### src/rtl/hazardSbPkg.sv
package hazardSbPkg;

  localparam int SB_IDX_W = 5;  // supports up to 32 slots

  typedef enum logic [1:0] {
    LAT_MUL = 2'd0,
    LAT_ADD = 2'd1,
    LAT_DOT = 2'd2,
    LAT_SFU = 2'd3
  } latClass_e;

  // strobes from control to the slot file
  typedef struct packed {
    logic                alloc;
    logic [SB_IDX_W-1:0] idx;
  } sbCtrl_t;

  function automatic logic [3:0] latCycles(input logic [1:0] cls);
    case (cls)
      LAT_MUL: latCycles = 4'd1;
      LAT_ADD: latCycles = 4'd2;
      LAT_DOT: latCycles = 4'd4;
      default: latCycles = 4'd7;
    endcase
  endfunction

endpackage

### src/rtl/sbSlotFile.sv
module sbSlotFile
  import hazardSbPkg::*;
#(
  parameter int NUM_ENTRIES = 8,
  parameter int ADDR_W      = 6,
  parameter int NUM_SRC     = 3,
  parameter int COMP        = 4,
  parameter int TAG_W       = 4
) (
  input  logic                      clk,
  input  logic                      rst,
  input  sbCtrl_t                   ctrl,
  input  logic [ADDR_W-1:0]         dstAddr,
  input  logic [COMP-1:0]           wrMask,
  input  logic [TAG_W-1:0]          latLoad,
  input  logic [NUM_SRC*ADDR_W-1:0] srcAddr,
  input  logic [NUM_SRC*COMP-1:0]   srcMask,
  output logic [NUM_ENTRIES-1:0]    hitVec,
  output logic [NUM_ENTRIES-1:0]    freeVec,
  output logic [NUM_ENTRIES*TAG_W-1:0] tagVec
);

  logic [TAG_W-1:0]  tagQ  [NUM_ENTRIES];
  logic [ADDR_W-1:0] addrQ [NUM_ENTRIES];
  logic [COMP-1:0]   maskQ [NUM_ENTRIES];

  for (genvar e = 0; e < NUM_ENTRIES; e++) begin : g_slot
    logic takeThis;
    logic sameDst;
    logic liveNow;

    assign takeThis = ctrl.alloc && (int'(ctrl.idx) == e);
    assign sameDst  = ctrl.alloc && (addrQ[e] == dstAddr);
    // a counter of 1 expires this cycle: the result is already readable
    assign liveNow  = (tagQ[e] > TAG_W'(1)) && (maskQ[e] != '0);

    always_ff @(posedge clk) begin
      if (rst) begin
        tagQ[e]  <= '0;
        addrQ[e] <= '0;
        maskQ[e] <= '0;
      end else if (takeThis) begin
        tagQ[e]  <= latLoad;
        addrQ[e] <= dstAddr;
        maskQ[e] <= wrMask;
      end else begin
        if (tagQ[e] != '0) tagQ[e] <= tagQ[e] - TAG_W'(1);
        if (sameDst) maskQ[e] <= maskQ[e] & ~wrMask;
      end
    end

    always_comb begin
      hitVec[e] = 1'b0;
      for (int s = 0; s < NUM_SRC; s++) begin
        if (liveNow && (srcAddr[s*ADDR_W +: ADDR_W] == addrQ[e]) &&
            ((srcMask[s*COMP +: COMP] & maskQ[e]) != '0))
          hitVec[e] = 1'b1;
      end
    end

    assign freeVec[e] = !liveNow;
    assign tagVec[e*TAG_W +: TAG_W] = tagQ[e];
  end

endmodule

### src/rtl/sbIssueCtrl.sv
module sbIssueCtrl
  import hazardSbPkg::*;
#(
  parameter int NUM_ENTRIES = 8,
  parameter int COMP        = 4
) (
  input  logic                   issueValid,
  input  logic [COMP-1:0]        wrMask,
  input  logic [NUM_ENTRIES-1:0] hitVec,
  input  logic [NUM_ENTRIES-1:0] freeVec,
  output logic                   stall,
  output sbCtrl_t                ctrl
);

  logic                anyFree;
  logic [SB_IDX_W-1:0] freeIdx;
  logic                needSlot;
  logic                hazard;

  // lowest-numbered free slot
  always_comb begin
    anyFree = 1'b0;
    freeIdx = '0;
    for (int i = NUM_ENTRIES - 1; i >= 0; i--) begin
      if (freeVec[i]) begin
        anyFree = 1'b1;
        freeIdx = SB_IDX_W'(i);
      end
    end
  end

  assign needSlot   = (wrMask != '0);
  assign hazard     = |hitVec;
  assign stall      = issueValid && (hazard || (needSlot && !anyFree));
  assign ctrl.alloc = issueValid && !stall && needSlot;
  assign ctrl.idx   = freeIdx;

endmodule

### src/rtl/hazardScoreboard.sv
module hazardScoreboard
  import hazardSbPkg::*;
#(
  parameter int NUM_ENTRIES = 8,
  parameter int ADDR_W      = 6,
  parameter int NUM_SRC     = 3,
  parameter int TAG_W       = 4
) (
  input  logic                      clk,
  input  logic                      rst,
  input  logic                      issueValid,
  input  logic [NUM_SRC*ADDR_W-1:0] srcAddr,
  input  logic [NUM_SRC*4-1:0]      srcMask,
  input  logic [ADDR_W-1:0]         dstAddr,
  input  logic [3:0]                wrMask,
  input  logic [1:0]                latClass,
  output logic                      stall
);

  localparam int COMP = 4;

  sbCtrl_t                      ctrl;
  logic [NUM_ENTRIES-1:0]       hitVec;
  logic [NUM_ENTRIES-1:0]       freeVec;
  logic [NUM_ENTRIES*TAG_W-1:0] tagVec;
  logic [TAG_W-1:0]             latLoad;

  assign latLoad = TAG_W'(latCycles(latClass));

  sbSlotFile #(
    .NUM_ENTRIES(NUM_ENTRIES), .ADDR_W(ADDR_W), .NUM_SRC(NUM_SRC),
    .COMP(COMP), .TAG_W(TAG_W)
  ) u_dp (
    .clk(clk), .rst(rst), .ctrl(ctrl), .dstAddr(dstAddr), .wrMask(wrMask),
    .latLoad(latLoad), .srcAddr(srcAddr), .srcMask(srcMask),
    .hitVec(hitVec), .freeVec(freeVec), .tagVec(tagVec)
  );

  sbIssueCtrl #(
    .NUM_ENTRIES(NUM_ENTRIES), .COMP(COMP)
  ) u_ctrl (
    .issueValid(issueValid), .wrMask(wrMask), .hitVec(hitVec),
    .freeVec(freeVec), .stall(stall), .ctrl(ctrl)
  );

endmodule

### config.mk
export PLATFORM = sky130hd
export DESIGN_NAME = hazardScoreboard
export DESIGN_NICKNAME = d
export VERILOG_FILES = /design/src/rtl/hazardSbPkg.sv /design/src/rtl/sbSlotFile.sv /design/src/rtl/sbIssueCtrl.sv /design/src/rtl/hazardScoreboard.sv
export SDC_FILE = /design/constraint.sdc
export NUM_CORES = 1
export LEC_CHECK = 0
export ABC_AREA = 0
export BUFFER_PORTS_ARGS = -buffer_cell sky130_fd_sc_hd__buf_2
export CAP_MARGIN = 15
export CORE_MARGIN = 2
export CORE_UTILIZATION = 57
export CTS_CLUSTER_DIAMETER = 100
export CTS_CLUSTER_SIZE = 40
export DETAILED_ROUTE_END_ITERATION = 8
export PLACE_DENSITY = 0.84
export SYNTH_ARGS = -nofsm -noshare
export SYNTH_HDL_FRONTEND = slang
export SYNTH_HIERARCHICAL = 1
export SYNTH_SLANG_ARGS = --single-unit
### constraint.sdc
create_clock -name clk -period 3.25 [get_ports clk]
set_input_delay 0.4875 -clock clk [delete_from_list [all_inputs] [get_ports clk]]
set_output_delay 0.4875 -clock clk [all_outputs]
set_load 0.01 [all_outputs]
==> results.py <==
metrics = {
    "worst_setup_path": {
        "critical_path_class": "reg2reg",
        "critPathMaxFanout": 4,
        "crit_required_ns": 3.36,
        "cp-end-kind": "flop",
        "rr_startpoint": "u_dp/addrQ[1][11]",
        "r2r-end": "u_dp/maskQ[0][13]",
        "cp.arrival_ns": 3.57,
        "rrSetupSlack_ns": -0.21,
        "critPathLaunchType": "flop",
        "ff2ff_path_depth": 15,
    },
    "global_routing": {
        "grt_pass1_vias": 7988,
        "grt_usage": 0.3478,
        "grt_max_degree": 18,
        "antenna_found_initial": 0,
        "grt_pass1_wl_mm": 42.92,
        "grt.overflow.total": 0,
    },
    "clock_tree": {
        "root_buffer": "clkbuf_16",
        "clk_latency_ns": 0.36,
        "cts_buffers": 9,
        "clockBufferDepth": 2,
        "cts_tree": "built",
        "clk_pin_slew_ns": 0.07,
        "htree_num_levels": 3,
        "cts.sinks": 112,
    },
    "routing": {
        "drtIter0Drc": 1041,
        "drc": 0,
        "drt-pass1-iter-count": 6,
        "finalWirelength_mm": 28.91,
        "via_per_inst": 6.530,
        "wl_per_cell_um": 23.45,
        "final_antenna_net_count": 0,
        "num_vias": 8051,
    },
    "timing": {
        "tightest_slew_ns": 0.5590,
        "rsz0062_at_grt": "yes",
        "holdWs_ns": 0.6450,
        "fin_skew_ns": 0.008573,
        "setup_slack_ns": -0.2065,
        "setup_viol": 160,
        "setup-tns-final_ns": -15.05,
        "period_needed_ns": 3.457,
        "drv_slew": 0,
        "final_hold_viol_count": 0,
        "post-route-period-util": 1.064,
        "maxSlewHeadroom": 0.6274,
        "clock.fmax_mhz": 289.3,
    },
    "logic_synthesis": {
        "async_reset_ff_frac": 0,
        "synth_top_area_frac": 0.3871,
        "ys_top_cells_by_count": "edfxtp_1 (112), xnor2_1 (109), xor2_1 (99), a22oi_1 (48), and2_1 (48)",
        "postSynthAreaPerCell_sq_um": 10.21,
        "synth_simple_gate_area_frac": 0.1754,
        "synth_most_common_cell": "edfxtp_1",
        "yosysWarnings": 6,
        "synth_mux_area_frac": 0,
        "ys_types": 48,
        "synth_seq_cells": 112,
        "synthXorXnorAreaFrac": 0.2097,
        "synth_cells": 851,
        "syn_area_sq_um": 8688,
        "synthFlopType": "edfxtp_1",
        "synth_compound_area_frac": 0.1429,
        "synth-edff-count": 112,
        "synthAdderAreaFrac": 0.03888,
        "synth_top_family_by_area": "XOR/XNOR gates",
        "synthTopCellsByArea": "edfxtp_1 (39%), xnor2_1 (11%), xor2_1 (10%)",
        "yosys.area.top_type": "edfxtp_1",
        "synth-seq-area-share": 0.3871,
    },
    "hold_path": {
        "hold_path_depth": 1,
        "hold_start": "u_dp/tagQ[1][12]",
        "min_to": "u_dp/tagQ[1][12]",
        "hold_class": "reg2reg",
    },
    "final_layout": {
        "area_growth_pct": 30.63,
        "fin_nets": 1113,
        "num_antenna_cells": 0,
        "multi_input_area_sq_um": 5430,
        "drive_gt1_frac": 0.3435,
        "register_area_sq_um": 3363,
        "design_area_sq_um": 11350,
        "nFillCells": 889,
    },
    "outcome": {
        "status": "finished with violations",
        "violations": "setup timing",
    },
    "floorplanning": {
        "rows": 45,
        "die-area_sq_um": 16250,
        "start_util": 0.5779,
        "die_h_um": 127.5,
        "die_w_um": 127.5,
        "pin_count": 46,
        "coreArea_sq_um": 15030,
    },
    "placement": {
        "gp_congestion": 0.9559,
        "place.port_buffers": 45,
        "hpwl_mm": 20.13,
        "place_area_sq_um": 10400,
        "pre_cts_slack_ns": -0.5232,
    },
    "pwr": {
        "ir_worst_vdd_v": 0.0003350,
        "p_per_area_nw_per_um2": 552.6,
        "p_leak_uw": 0.004530,
    },
    "job": {
        "max_cap_viol_count": 0,
    },
}
critical path: stages (launching register included):
cell      delay (ns)
edfxtp_1        0.50
xor2_1          0.32
nor4_2          0.11
nand4_1         0.14
a31oi_1         0.12
nor4_2          0.30
nand2_1         0.12
nor3b_2         0.24
buf_4           0.20
nor4b_2         0.34
a31oi_1         0.17
buf_4           0.17
inv_1           0.10
nor3_2          0.06
buf_4           0.15
a22o_1          0.18
metrics by stage:
| step | instances | total power, uW | utilization |
|---|---|---|---|
| finish | 1233 | 6272 | 0.7550 |
| global route | 1233 | 6541 | 0.7550 |
| CTS | 1229 | 6003 | 0.7341 |
| detailed placement | 1204 | 4723 | 0.6920 |
| global placement | 1204 | 4612 | 0.6920 |
| floorplan | 852 | 3621 | - |
registers in the layout, summed over array words and instances (netlist names):
name        count
u_dp/maskQ     32
u_dp/tagQ      32
u_dp/addrQ     48
cell usage in the layout, fill, tap and decap left out, types with 3 or more instances in the layout:
master / count
clkbuf_1: 3
nor2_4: 6
nand3_1: 9
a22oi_2: 7
nor4_2: 5
buf_12: 11
nor4_1: 22
o21ai_2: 4
xnor2_1: 109
o2bb2ai_2: 13
a22oi_1: 41
a22o_1: 32
nor3_2: 3
xor2_1: 97
o21ai_0: 5
buf_2: 45
o21ai_1: 6
inv_2: 5
ha_1: 27
nand3_2: 5
o41ai_4: 5
nor3_4: 6
nor2_1: 13
buf_4: 173
and2_4: 14
and2_1: 34
edfxtp_1: 112
nand2_2: 3
o2bb2ai_1: 20
clkbuf_16: 9
nor2b_1: 34
a31oi_1: 8
a21oi_4: 3
inv_1: 22
nand2_1: 39
o41ai_2: 4
conb_1: 3
buf_6: 16
nor3_1: 8
nand4_1: 32
worst max-delay path by stage:
stage / start / end / slack, ns / cells past startpoint
after global routing: u_dp/maskQ[1][2] / u_dp/maskQ[0][13] / -0.36 / 16
after detailed placement: u_dp/maskQ[1][10] / u_dp/tagQ[1][2] / -0.52 / 11
after global placement: u_dp/maskQ[1][6] / u_dp/maskQ[1][0] / -0.39 / 11
after floorplan: u_dp/maskQ[1][6] / u_dp/maskQ[0][6] / 0.02 / 11
after CTS: u_dp/maskQ[0][6] / u_dp/maskQ[1][8] / -0.03 / 12
final: u_dp/addrQ[1][11] / u_dp/maskQ[0][13] / -0.21 / 15
layer usage:
layer  vias up  GRT usage  share of wire  wire (um)
met5         -          0              0          0
met4         0     0.2198          0.065       1881
met3       162    0.05695          0.090       2609
li1       3459          -              -          -
met2       591     0.5791           0.48      13750
met1      3839     0.4210           0.37      10670
logic make-up (layout without fill, tap and decap cells):
group           after synthesis  count (layout)
simple gates                249             249
compound gates              158             158
fa+ha+maj                    27              27
xor+xnor                    208             208
flops                       112             112
other cells                   2               3
buf+inv                      95             288
layout make-up:
type                    instances  area share
multi-input cells             645      0.4784
flip-flops and latches        112      0.2963
well taps                     188     0.02073
inverters                      27    0.008930
repair buffers                246      0.1709
clock buffers                  12     0.02084
clock inverters                 3    0.003858
where the power goes:
part | total, uW | switching [uW] | internal (uW)
logic | 3000 | 1630 | 1370
registers | 2160 | 225 | 1930
clock network | 1110 | 512 | 596
total | 6270 | 2370 | 3900
repair_timing:
| item | in CTS | in global routing |
|---|---|---|
| gates cloned | 1 | 0 |
| hold buffers | 0 | 0 |
| setup endpoints to repair | 225 | 225 |
| buffers inserted | 9 | 6 |
| gates resized for setup | 53 | 69 |
| pin swaps | 8 | 12 |
Power figures use the tool's default switching activity.
